[src/rtl/cfg_xlate_pkg.sv]
package cfg_xlate_pkg;
  typedef enum logic [1:0] {
    K_TYPE0   = 2'b00,
    K_TYPE1   = 2'b01,
    K_SPECIAL = 2'b10
  } dn_kind_e;

  typedef enum logic [1:0] {
    ACT_FWD   = 2'b00,
    ACT_ABORT = 2'b01,
    ACT_UR    = 2'b10
  } act_e;

  localparam logic [15:0] MSG_SHUTDOWN = 16'h0000;
endpackage

[src/rtl/cfg_classify.sv]
module cfg_classify
  import cfg_xlate_pkg::*;
#(
  parameter int BUS_W     = 8,
  parameter int DEV_W     = 5,
  parameter int FN_W      = 3,
  parameter int REG_W     = 6,
  parameter int DATA_W    = 32,
  parameter int IDSEL_CNT = 16
) (
  input  logic              write,
  input  logic [BUS_W-1:0]  bus,
  input  logic [DEV_W-1:0]  dev,
  input  logic [FN_W-1:0]   fn,
  input  logic [REG_W-1:0]  regn,
  input  logic [DATA_W-1:0] data,
  input  logic [BUS_W-1:0]  sec_bus,
  input  logic [BUS_W-1:0]  sub_bus,
  output act_e              act,
  output dn_kind_e          kind
);
  localparam logic [DEV_W:0] DEV_LIMIT = (DEV_W+1)'(IDSEL_CNT);

  logic on_sec;
  logic behind;
  logic shutdown_hit;
  logic has_idsel;

  assign on_sec       = (bus == sec_bus);
  assign behind       = (bus > sec_bus) && (bus <= sub_bus);
  assign shutdown_hit = write && on_sec && (&dev) && (&fn) &&
                        (regn == '0) && (data == '0);
  assign has_idsel    = ({1'b0, dev} < DEV_LIMIT);

  always_comb begin
    act  = ACT_UR;
    kind = K_TYPE0;
    if (on_sec) begin
      if (shutdown_hit) begin
        act  = ACT_FWD;
        kind = K_SPECIAL;
      end else if (has_idsel) begin
        act  = ACT_FWD;
        kind = K_TYPE0;
      end else begin
        act  = ACT_ABORT;
      end
    end else if (behind) begin
      act  = ACT_FWD;
      kind = K_TYPE1;
    end
  end
endmodule

[src/rtl/cfg_addr_build.sv]
module cfg_addr_build
  import cfg_xlate_pkg::*;
#(
  parameter int ADDR_W     = 32,
  parameter int BUS_W      = 8,
  parameter int DEV_W      = 5,
  parameter int FN_W       = 3,
  parameter int REG_W      = 6,
  parameter int IDSEL_BASE = 16,
  parameter int IDSEL_CNT  = 16
) (
  input  dn_kind_e          kind,
  input  logic [BUS_W-1:0]  bus,
  input  logic [DEV_W-1:0]  dev,
  input  logic [FN_W-1:0]   fn,
  input  logic [REG_W-1:0]  regn,
  output logic [ADDR_W-1:0] addr
);
  localparam int LOW_W = FN_W + REG_W + 2;
  localparam int T1_W  = BUS_W + DEV_W + LOW_W;

  logic [IDSEL_CNT-1:0] idsel;

  generate
    for (genvar i = 0; i < IDSEL_CNT; i++) begin : g_idsel
      assign idsel[i] = (dev == DEV_W'(i));
    end
  endgenerate

  always_comb begin
    addr = '0;
    unique case (kind)
      K_TYPE0: begin
        addr[IDSEL_BASE +: IDSEL_CNT] = idsel;
        addr[LOW_W-1:0]               = {fn, regn, 2'b00};
      end
      K_TYPE1: begin
        addr[T1_W-1:0] = {bus, dev, fn, regn, 2'b01};
      end
      default: addr = '0;
    endcase
  end
endmodule

[src/rtl/cfg_desc_hold.sv]
module cfg_desc_hold
  import cfg_xlate_pkg::*;
#(
  parameter int ADDR_W = 32,
  parameter int DATA_W = 32
) (
  input  logic              clk,
  input  logic              rst_n,
  input  logic              load,
  input  dn_kind_e          kind_in,
  input  logic              write_in,
  input  logic [ADDR_W-1:0] addr_in,
  input  logic [DATA_W-1:0] data_in,
  input  logic              dn_ready,
  output logic              dn_valid,
  output dn_kind_e          dn_kind,
  output logic              dn_write,
  output logic [ADDR_W-1:0] dn_addr,
  output logic [DATA_W-1:0] dn_data
);
  always_ff @(posedge clk) begin
    if (!rst_n) begin
      dn_valid <= 1'b0;
      dn_kind  <= K_TYPE0;
      dn_write <= 1'b0;
      dn_addr  <= '0;
      dn_data  <= '0;
    end else if (load) begin
      dn_valid <= 1'b1;
      dn_kind  <= kind_in;
      dn_write <= write_in;
      dn_addr  <= addr_in;
      dn_data  <= data_in;
    end else if (dn_ready) begin
      dn_valid <= 1'b0;
    end
  end
endmodule

[src/rtl/cfg_xlate.sv]
module cfg_xlate
  import cfg_xlate_pkg::*;
#(
  parameter int ADDR_W     = 32,
  parameter int DATA_W     = 32,
  parameter int BUS_W      = 8,
  parameter int DEV_W      = 5,
  parameter int FN_W       = 3,
  parameter int REG_W      = 6,
  parameter int IDSEL_BASE = 16,
  parameter int IDSEL_CNT  = 16
) (
  input  logic              clk,
  input  logic              rst_n,
  input  logic [BUS_W-1:0]  sec_bus,
  input  logic [BUS_W-1:0]  sub_bus,
  input  logic              req_valid,
  output logic              req_ready,
  input  logic              req_write,
  input  logic [BUS_W-1:0]  req_bus,
  input  logic [DEV_W-1:0]  req_dev,
  input  logic [FN_W-1:0]   req_fn,
  input  logic [REG_W-1:0]  req_reg,
  input  logic [DATA_W-1:0] req_data,
  output logic              dn_valid,
  input  logic              dn_ready,
  output logic [1:0]        dn_kind,
  output logic              dn_write,
  output logic [ADDR_W-1:0] dn_addr,
  output logic [DATA_W-1:0] dn_data,
  output logic              cpl_abort,
  output logic [DATA_W-1:0] cpl_rdata,
  output logic              ur_flag
);
  localparam int LOW_W = FN_W + REG_W + 2;

  initial begin
    if (IDSEL_BASE < LOW_W || IDSEL_BASE + IDSEL_CNT > ADDR_W)
      $error("cfg_xlate: IDSEL window does not fit the address");
    if (BUS_W + DEV_W + LOW_W > ADDR_W || DATA_W < 16)
      $error("cfg_xlate: field widths do not fit");
  end

  act_e              act;
  dn_kind_e          kind;
  dn_kind_e          kind_q;
  logic [ADDR_W-1:0] addr;
  logic [DATA_W-1:0] desc_data;
  logic              desc_write;
  logic              accept;

  assign req_ready = !dn_valid;
  assign accept    = req_valid && req_ready;

  cfg_classify #(
    .BUS_W(BUS_W), .DEV_W(DEV_W), .FN_W(FN_W), .REG_W(REG_W),
    .DATA_W(DATA_W), .IDSEL_CNT(IDSEL_CNT)
  ) u_cls (
    .write(req_write), .bus(req_bus), .dev(req_dev), .fn(req_fn),
    .regn(req_reg), .data(req_data), .sec_bus(sec_bus), .sub_bus(sub_bus),
    .act(act), .kind(kind)
  );

  cfg_addr_build #(
    .ADDR_W(ADDR_W), .BUS_W(BUS_W), .DEV_W(DEV_W), .FN_W(FN_W),
    .REG_W(REG_W), .IDSEL_BASE(IDSEL_BASE), .IDSEL_CNT(IDSEL_CNT)
  ) u_adr (
    .kind(kind), .bus(req_bus), .dev(req_dev), .fn(req_fn),
    .regn(req_reg), .addr(addr)
  );

  always_comb begin
    if (kind == K_SPECIAL) begin
      desc_data  = {{(DATA_W-16){1'b0}}, MSG_SHUTDOWN};
      desc_write = 1'b1;
    end else begin
      desc_data  = req_data;
      desc_write = req_write;
    end
  end

  cfg_desc_hold #(.ADDR_W(ADDR_W), .DATA_W(DATA_W)) u_hold (
    .clk(clk), .rst_n(rst_n),
    .load(accept && (act == ACT_FWD)),
    .kind_in(kind), .write_in(desc_write), .addr_in(addr), .data_in(desc_data),
    .dn_ready(dn_ready), .dn_valid(dn_valid), .dn_kind(kind_q),
    .dn_write(dn_write), .dn_addr(dn_addr), .dn_data(dn_data)
  );

  assign dn_kind   = kind_q;
  assign cpl_rdata = '1;

  always_ff @(posedge clk) begin
    if (!rst_n) begin
      cpl_abort <= 1'b0;
      ur_flag   <= 1'b0;
    end else begin
      cpl_abort <= accept && (act == ACT_ABORT);
      ur_flag   <= accept && (act == ACT_UR);
    end
  end
endmodule

[config.mk]
export PLATFORM = sky130hd
export DESIGN_NAME = cfg_xlate
export DESIGN_NICKNAME = d
export VERILOG_FILES = /design/src/rtl/cfg_xlate_pkg.sv /design/src/rtl/cfg_classify.sv /design/src/rtl/cfg_addr_build.sv /design/src/rtl/cfg_desc_hold.sv /design/src/rtl/cfg_xlate.sv
export SDC_FILE = /design/constraint.sdc
export NUM_CORES = 1
export LEC_CHECK = 0
export ABC_CLOCK_PERIOD_IN_PS = 5400
export CAP_MARGIN = 20
export CORE_MARGIN = 10
export CORE_UTILIZATION = 35
export CTS_CLUSTER_SIZE = 24
export DETAILED_ROUTE_END_ITERATION = 7
export GPL_TIMING_DRIVEN = 0
export PLACE_DENSITY = 0.66
export SYNTH_ARGS = -nofsm -noshare
export SYNTH_HDL_FRONTEND = slang
export SYNTH_HIERARCHICAL = 1
export SYNTH_SLANG_ARGS = --single-unit
[constraint.sdc]
create_clock -name clk -period 5.4 [get_ports clk]
set_input_delay 1.62 -clock clk [delete_from_list [all_inputs] [get_ports clk]]
set_output_delay 1.62 -clock clk [all_outputs]
set_load 0.05 [all_outputs]
==> impl_results.md, run 1 <==
- Status: finished, final reports clean
- Startpoint types: input port
- Post-route DRC: 0
- Final hold violation count: 0
- Gr usage total: 0.1423
- GPL Wtd Cong: between 0.7 and 0.8
- Slowest stage cell, crit path: nor4_2
- Setup TNS Final: 0 ns
- Clock Sink Count: 70
- Routed len/inst: ~16 um
- Critical Path AT: about 4.7 ns
- Antenna Nets Post-Route: 0
- Largest net degree at the start of global routing: 14
- Cts repair resizes: 0
- Antenna violations before repair: 0
- Inserted Clock Buffers: 9
- Max-cap viol count: 0
- Post-synthesis cell count: 420
- Power Total: between 0.0015 and 0.002 W
- Setup Fix Bufs, Post-CTS: 0
- Nets@finish: ~700
- Rel. slew slack: 0.3495
- Leakage: about 2.3 nW
- Share of layout cells above drive strength 1: 0.1438
- Number of diodes: 0
- Worst-margin pin slew: approximately 0.97 ns
- Iteration-0 DRC Markers: 98
- Max VDD drop: approximately 0.13 mV
- Worst setup EP type: flip-flop
- Total core area: approximately 0.011 mm2
- Worst Setup Slack, final: ~0.88 ns
- Global route total overflow: 0
- Hold_buf cts: 0
- Area grow syn2layout: 50.56%
- M1 WL: 5066 um
- Post-Route WL: about 12000 um
- Worst-case clock buffer depth: 2
- Unrepaired setup endpoints after global routing: false
- Critical-path cell list: clkdlybuf4s50_1 > nor4_1 > nand4_1 > nor4_2 > clkbuf_1 > nor2_1 > a32o_1 > mux2i_1 > nor2b_1
- Yosys cell types: 36
- Critical path fanouts, max: 10
- Clk_lat worst skew: roughly 0.33 ns
- Register area share after synthesis: 0.3463
- Tcrit/Tclk final: 0.8367
- Max incr delay on CP: about 0.9 ns
- Met2 wire length: between 5000 and 6000 um
- FF+latch count, synth: 70
- P per Cell Area: 254.4 mW/mm2
- Total die area: 0.01626 mm2
- Syn Area/Cell: just under 10 um2
- IO Count: 178
- Worst R2R Setup Slack: just under 4 ns
- Cell area after synthesis: 0.004046 mm2
- CTS H-tree lvls: 3
- First-pass GRT wire length: 18750 um
- Vias per inst: between 4 and 5
- Die Ht: around 130 um
- Pre-CTS WS: 0.4730 ns
- Reg-to-reg startpoint: u_hold/dn_valid
- Worst hold path type: reg2reg
- Critical Path RT: around 5.6 ns
- Fin Clk Skew: between 0.005 and 0.006 ns
- Hold Path Cell Cnt: 2
- Worst R2R Path Depth: 7
- Top Layer Used: met4
- Post-layout util: 0.5358
- Max-slew violation count: 0
- Clk slew on worst S/H paths: 0.05 ns
- Final setup vio count: 0
- Footprint of the multi-input gates: 0.002283 mm2
- CTS tree: done
- Pre-antenna DRT Iters: 4
- Port-buffer cells: around 150
- CP Class: in2reg
- Via count: about 3400
- Max frequency: ~0.22 GHz
- HPWL Detailed: roughly 9800 um
- R2R Path End: u_hold/dn_addr[28]
- Min cycle time layout: roughly 4.5 ns
- Hold EP: u_hold/dn_kind[1]
- Ys Warns: 6
- Worst Hold Launch: u_hold/dn_kind[1]
- Clock Tree Root: clkbuf_16
- Met3 WL: around 1400 um
- Std cell rows: 39
- Die extent in x: between 100 and 150 um
- Vias in the first global route: about 3600
- Reg area: 0.001401 mm2
- Initial Util: 0.3559
- Fin Hold WS: between 0.5 and 0.6 ns
- Fillers: roughly 1100
-- cell usage after synthesis (all sizes together) --
cell / count / area [um2]
or4b: 1 / 13.76
nor4: 11 / 75.07
a211oi: 2 / 20.02
nand2b: 4 / 32.53
nor2: 6 / 22.52
o211ai: 2 / 15.01
clkbuf: 8 / 30.03
nand3: 2 / 10.01
o21a: 1 / 7.510
nand4: 7 / 43.79
or4: 1 / 11.26
buf: 46 / 384.1
dfxtp: 70 / 1401
nand4b: 1 / 8.760
nand2: 6 / 22.52
a21o: 2 / 15.01
nor2b: 80 / 500.5
nor3: 13 / 65.06
and2: 37 / 281.5
a21oi: 6 / 30.03
mux2i: 67 / 670.6
ha: 16 / 200.2
conb: 2 / 7.510
and2b: 2 / 16.27
inv: 17 / 63.81
a32o: 8 / 80.08
nor4b: 2 / 17.52
-- logic make-up (layout without fill, tap and decap cells) --
logic type	Yosys count	count (layout)	synth area share
buf+inv	71	232	0.1181
compound gates	21	21	0.04143
mux	67	67	0.1657
fa+ha+maj	16	16	0.04947
other cells	2	33	0.001856
simple gates	173	173	0.2771
flops	70	70	0.3463
-- flip-flops by register name, summed over array words and instances (netlist names) --
signal and cells:
cpl_abort 1, u_hold/dn_addr 32, u_hold/dn_data 32, u_hold/dn_kind 2, u_hold/dn_valid 1, u_hold/dn_write 1
ur_flag 1
-- worst max path at each step --
stage,start,to,cells after the start
floorplan,sec_bus[5],u_hold/dn_addr[20],11
global placement,req_dev[2],u_hold/dn_addr[21],10
detailed placement,req_data[27],u_hold/dn_addr[21],9
CTS,req_data[27],u_hold/dn_addr[21],9
global route,req_dev[2],u_hold/dn_addr[21],10
finish,req_data[27],u_hold/dn_addr[21],9
-- power by group --
group | internal, W | leakage [nW] | switching (W) | total (W)
Combinational | 0.000184 | 1.59 | 0.000231 | 0.000415
Clock | 0.000358 | 0.134 | 0.000228 | 0.000586
Sequential | 0.000537 | 0.567 | 0.0000112 | 0.000549
Total | 0.00108 | 2.29 | 0.000471 | 0.00155
-- cell type report --
cell class	count	share of cell area
clock inverter	7	0.01212
buffer	54	0.06798
clock buffer	9	0.03697
inverter	17	0.01047
timing repair buffer	145	0.2382
sequential	70	0.2300
tap	143	0.02937
multi-input combinational	310	0.3748
-- cell usage in the layout, fill, tap and decap left out, drive strengths merged --
| master | n |
|---|---|
| a211oi | 2 |
| a21o | 2 |
| a21oi | 6 |
| a32o | 8 |
| and2 | 37 |
| and2b | 2 |
| buf | 46 |
| bufinv | 1 |
| clkbuf | 17 |
| clkdlybuf4s50 | 145 |
| clkinv | 1 |
| clkinvlp | 4 |
| conb | 33 |
| dfxtp | 70 |
| ha | 16 |
| inv | 18 |
| mux2i | 67 |
| nand2 | 6 |
| nand2b | 4 |
| nand3 | 2 |
| nand4 | 7 |
| nand4b | 1 |
| nor2 | 6 |
| nor2b | 80 |
| nor3 | 13 |
| nor4 | 11 |
| nor4b | 2 |
| o211ai | 2 |
| o21a | 1 |
| or4 | 1 |
| or4b | 1 |
-- metrics by stage --
stage                     std cells  cell area, um2
after global routing            755            6092
final                           755            6092
after global placement          739            5793
after CTS                       755            6092
after detailed placement        739            5793
after floorplan                 451            4163
-- critical path: cells and delay by family --
kind	cells	cell delay [ns]
AND/OR/NAND/NOR	5	1.84
AO/OA/AOI/OAI	1	0.27
buffers and inverters	2	0.88
multiplexers	1	0.12
-- metal layers --
metal / vias up / GRT usage
li1: 1733 / -
met1: 1512 / 0.1650
met2: 132 / 0.2273
met3: 8 / 0.06617
met4: 0 / 0.04622
met5: - / 0
Power figures use the tool's default switching activity.
==> inputs of run 2 (changes only) <==
--- a/config.mk
+++ b/config.mk
@@ -5,7 +5,7 @@
 export SDC_FILE = /design/constraint.sdc
 export NUM_CORES = 1
 export LEC_CHECK = 0
-export ABC_CLOCK_PERIOD_IN_PS = 5400
+export ABC_CLOCK_PERIOD_IN_PS = 4600
 export CAP_MARGIN = 20
 export CORE_MARGIN = 10
 export CORE_UTILIZATION = 35
==> constraint.sdc (replaced) <==
create_clock -name clk -period 4.6 [get_ports clk]
set_input_delay 1.38 -clock clk [delete_from_list [all_inputs] [get_ports clk]]
set_output_delay 1.38 -clock clk [all_outputs]
set_load 0.05 [all_outputs]
==> impl_results.md, run 2 (synthesized netlist as in run 1, its figures left out) <==
- Max-cap viol count: 0
- Tcrit/Tclk final: 0.8851
- Clock Sink Count: 70
- CTS tree: done
- Worst-margin pin slew: 0.7560 ns
- Iteration-0 DRC Markers: 92
- Cell Area, Placed: around 0.0058 mm2
- First-pass GRT wire length: 18750 um
- Min cycle time layout: ~4 ns
- Share of layout cells above drive strength 1: 0.1438
- IO Count: 178
- Total die area: 0.01626 mm2
- CP Class: in2reg
- Fillers: roughly 1100
- Max VDD drop: 0.1519 mV
- Post-Route WL: 11900 um
- Cts repair resizes: 0
- Most frequent cells in the layout: clkdlybuf4s50_1 (145), nor2b_1 (80), dfxtp_1 (70), mux2i_1 (67), buf_4 (38)
- P per Cell Area: between 200 and 300 mW/mm2
- Power Total: 0.001818 W
- Initial Util: 0.3559
- Antenna violations before repair: 0
- Rel. slew slack: 0.4889
- Antenna Nets Post-Route: 0
- Max incr delay on CP: around 0.61 ns
- Crit path max-delay family: simple AND/OR/NAND/NOR gates
- Setup Fix Bufs, Post-CTS: 0
- Worst hold path type: reg2reg
- Pre-antenna DRT Iters: 4
- Worst R2R Setup Slack: roughly 3.1 ns
- Inserted Clock Buffers: 9
- Unrepaired setup endpoints after global routing: false
- Die extent in x: 127.5 um
- WP depth: 10
- Die Ht: between 100 and 150 um
- Number of diodes: 0
- GPL Wtd Cong: about 0.77
- Vias per inst: 4.466
- Clk slew on worst S/H paths: ~0.060 ns
- Largest registers: u_hold/dn_addr: 32 flops, u_hold/dn_data: 32 flops, u_hold/dn_kind: 2 flops
- CP Launch Point: req_dev[2]
- Most common cell after layout, fill and taps aside: clkdlybuf4s50_1
- Max frequency: roughly 0.25 GHz
- Setup TNS Final: 0 ns
- Port-buffer cells: 145
- Slowest stage cell, crit path: clkdlybuf4s50_1
- Fin Clk Skew: approximately 0.0057 ns
- Clock Tree Root: clkbuf_16
- Vias in the first global route: 3552
- Gr usage total: 0.1423
- Reg-to-reg startpoint: u_hold/dn_valid
- CTS H-tree lvls: 3
- Std cell rows: 39
- Critical path fanouts, max: 10
- Critical Path AT: between 4 and 5 ns
- Final setup vio count: 0
- Worst setup EP type: flip-flop
- Critical-path cell list: clkdlybuf4s50_1 > nand4_1 > nor4_1 > nand4b_1 > nor4_4 > clkbuf_1 > nor2_1 > a32o_1 > mux2i_1 > nor2b_1
- Worst-case clock buffer depth: 2
- Worst Hold Launch: u_hold/dn_data[1]
- Critical Path RT: roughly 4.8 ns
- Area grow syn2layout: 50.77%
- Largest net degree at the start of global routing: 14
- Routed len/inst: 15.76 um
- Startpoint types: input port
- Bufs and invs on worst path: 2
- Post-route DRC: 0
- Status: finished, final reports clean
- Via count: around 3400
- Final hold violation count: 0
- Total core area: between 0.01 and 0.015 mm2
- Clk_lat worst skew: 0.32 ns
- Leakage: 2.310 nW
- Worst R2R Path Depth: 7
- Hold Path Cell Cnt: 2
- Final instance area: a little over 0.006 mm2
- Max-slew violation count: 0
- Global route total overflow: 0
- Nets@finish: 698
- HPWL Detailed: 9767 um
- Hold_buf cts: 0
## run 2: changes by cell type in the layout (fill, tap and decap cells not counted)
cell	before	now
nor4_2	1	0
nor4_4	0	1
## run 2: worst paths after layout
path                                           end
worst max-delay path            u_hold/dn_addr[21]
worst min-delay path             u_hold/dn_data[1]
worst max register to register  u_hold/dn_addr[28]
worst min register to register   u_hold/dn_data[1]
## run 2: where the power goes
| part | switching [W] | internal, W |
|---|---|---|
| Sequential | 0.0000131 | 0.000631 |
| Clock | 0.000266 | 0.000420 |
| Combinational | 0.000272 | 0.000215 |
| Total | 0.000551 | 0.00127 |
## run 2: per-stage QoR
stage	util	hold WS [ns]	worst slack [ns]	std cells
2_1_floorplan	-	0.7430	1.080	451
3_3_place_gp	0.5095	0.4950	-0.03293	739
3_5_place_dp	0.5095	0.5054	-0.08698	739
4_1_cts	0.5358	0.5243	0.2564	755
5_1_grt	0.5366	0.5451	0.2242	755
6_report	0.5366	0.5161	0.5283	755
## run 2: worst register-to-register path, delay by kind of cell, from the launching register on
kind | cells | cell delay, ns
flops | 1 | 0.33
mux | 1 | 0.21
simple gates | 3 | 0.39
buf+inv | 3 | 0.52
## run 2: area by class of cell
cell class	count	area, um2	share of cell area
buffer	54	414.1	0.06788
clock buffer	9	225.2	0.03692
clock inverter	7	73.82	0.01210
inverter	17	63.81	0.01046
multi-input combinational	310	2292	0.3757
sequential	70	1401	0.2297
tap	143	178.9	0.02933
timing repair buffer	145	1451	0.2379
## run 2: layer usage
layer	track usage	vias to the layer above	share of wire
met5	0	-	0
met2	0.2273	133	0.45
li1	-	1730	-
met4	0.04622	0	0.0092
met1	0.1650	1503	0.42
met3	0.06617	6	0.12
==> inputs of run 3 (changes only) <==
--- a/config.mk
+++ b/config.mk
@@ -11,8 +11,8 @@
 export CORE_UTILIZATION = 35
 export CTS_CLUSTER_SIZE = 24
 export DETAILED_ROUTE_END_ITERATION = 7
-export GPL_TIMING_DRIVEN = 0
 export PLACE_DENSITY = 0.66
+export SKIP_CTS_REPAIR_TIMING = 1
 export SYNTH_ARGS = -nofsm -noshare
 export SYNTH_HDL_FRONTEND = slang
 export SYNTH_HIERARCHICAL = 1
==> impl_results.md, run 3 (synthesized netlist as in run 1, its figures left out) <==
- Inserted Clock Buffers: 9
- GR Util met2: 0.2134
- Fin Hold WS: a little over 0.5 ns
- Iteration-0 DRC Markers: 171
- Final setup vio count: 0
- Global route total overflow: 0
- Die Ht: approximately 130 um
- Leakage: ~2.1 nW
- Post-route DRC: 0
- Worst-margin pin slew: roughly 1.0 ns
- GRT met1 Usage: 0.1687
- Critical-path cell list: clkdlybuf4s50_1 > nand4_1 > nor4_1 > nand4b_1 > nor4_4 > nand2b_4 > and2_1 > mux2i_1 > nor2b_1
- Clock network fraction of design power: 0.369
- Pre-antenna DRT Iters: 4
- Most frequent cells in the layout: clkdlybuf4s50_1 (144), nor2b_1 (80), dfxtp_1 (70), mux2i_1 (67), conb_1 (33)
- P per Cell Area: roughly 300 mW/mm2
- Vias per inst: approximately 4.6
- Total die area: 0.01626 mm2
- Max-cap viol count: 0
- CP Class: in2reg
- Number of diodes: 0
- Reg area: between 0.001 and 0.0015 mm2
- Worst hold path type: reg2reg
- CP Launch Point: req_dev[3]
- Worst Hold Launch: u_hold/dn_data[13]
- Worst setup EP type: flip-flop
- Initial Util: 0.3559
- Setup TNS Final: 0 ns
- Antenna Nets Post-Route: 0
- Std cell rows: 39
- GPL Wtd Cong: approximately 0.79
- Psw: 0.0005590 W
- Max VDD drop: around 0.19 mV
- Antenna violations before repair: 0
- Gr usage total: 0.1416
- First-pass GRT wire length: roughly 19000 um
- Largest registers: u_hold/dn_addr: 32 flops, u_hold/dn_data: 32 flops, u_hold/dn_kind: 2 flops
- Tcrit/Tclk final: 0.8673
- Met3 GRT Util: 0.07734
- Vias in the first global route: 3485
- Min cycle time layout: 3.990 ns
- Largest net degree at the start of global routing: 71
- Comb pwr share: 0.263
- Final hold violation count: 0
- Most common cell after layout, fill and taps aside: clkdlybuf4s50_1
- Area grow syn2layout: 41.71%
- Post-layout util: 0.5043
- Post-Route WL: 11880 um
- Clk slew on worst S/H paths: about 0.060 ns
- Net Sw Frac: 0.3198
- Nets@finish: 650
- Critical Path RT: approximately 4.8 ns
- Footprint of the multi-input gates: between 0.002 and 0.0025 mm2
- Share of layout cells above drive strength 1: 0.08688
- Die extent in x: between 100 and 150 um
- Internal: between 0.001 and 0.0015 W
- Fin Clk Skew: around 0.0053 ns
- Routed len/inst: approximately 17 um
- Critical Path AT: roughly 4.2 ns
- Max incr delay on CP: between 0.6 and 0.7 ns
- Via count: roughly 3300
- HPWL Detailed: around 9000 um
- Rel. slew slack: 0.3014
- Clock Tree Root: clkbuf_16
- Status: finished, final reports clean
- GR peak layer: met2
- Max frequency: 0.2506 GHz
- Max-slew violation count: 0
- Total core area: roughly 0.011 mm2
- CTS tree: done
- CTS H-tree lvls: 3
- Port-buffer cells: approximately 150
- Worst-case clock buffer depth: 2
- Fillers: around 1100
- IO Count: roughly 180
- Unrepaired setup endpoints after global routing: false
- Clk_lat worst skew: ~0.33 ns
- Slowest stage cell, crit path: clkdlybuf4s50_1
- Critical path fanouts, max: 33
- Sequential share of power: 0.368
- Reg-to-reg startpoint: u_hold/dn_valid
- Clock Sink Count: 70
- Startpoint types: input port
-- run 3: worst max-delay path: cells and delay by family --
| family | cells | cell delay [ns] |
|---|---|---|
| AND/OR/NAND/NOR | 7 | 2.02 |
| buffers and inverters | 1 | 0.62 |
| multiplexers | 1 | 0.16 |
-- run 3: worst paths after layout --
check	to	slack [ns]	depth (start not counted)
setup reg to reg	u_hold/dn_addr[9]	2.90	5
hold reg to reg	u_hold/dn_data[13]	0.52	2
hold / removal	u_hold/dn_data[13]	0.52	2
setup / recovery	u_hold/dn_data[5]	0.61	9
-- run 3: area by class of cell --
type / instances / area share
Clock inverter: 6 / 0.008292
Multi-Input combinational cell: 310 / 0.4006
Inverter: 17 / 0.01113
Timing Repair Buffer: 151 / 0.2645
Sequential cell: 70 / 0.2444
Clock buffer: 10 / 0.03993
Tap cell: 143 / 0.03120
-- run 3: routing by layer --
metal,vias up,part of all wire
met2,127,0.43
li1,1637,-
met5,-,0
met3,10,0.12
met4,0,0.013
met1,1486,0.43
-- run 3: metrics by stage --
stage | setup slack [ns] | total power, W | cells | cell area, um2
2_1_floorplan | 1.080 | 0.0009846 | 451 | 4163
3_3_place_gp | 0.2882 | 0.001110 | 691 | 5458
3_5_place_dp | 0.2622 | 0.001116 | 691 | 5458
4_1_cts | 0.5977 | 0.001768 | 707 | 5734
5_1_grt | 0.3376 | 0.001823 | 707 | 5734
6_report | 0.6102 | 0.001748 | 707 | 5734
-- run 3: power groups by stage --
stage	Clock, W	Sequential (W)	Combinational [W]
final	0.000645	0.000644	0.000459
after global routing	0.000687	0.000647	0.000489
after CTS	0.000664	0.000644	0.000460
after detailed placement	0	0.000657	0.000459
after global placement	0	0.000657	0.000453
after floorplan	0	0.000740	0.000245
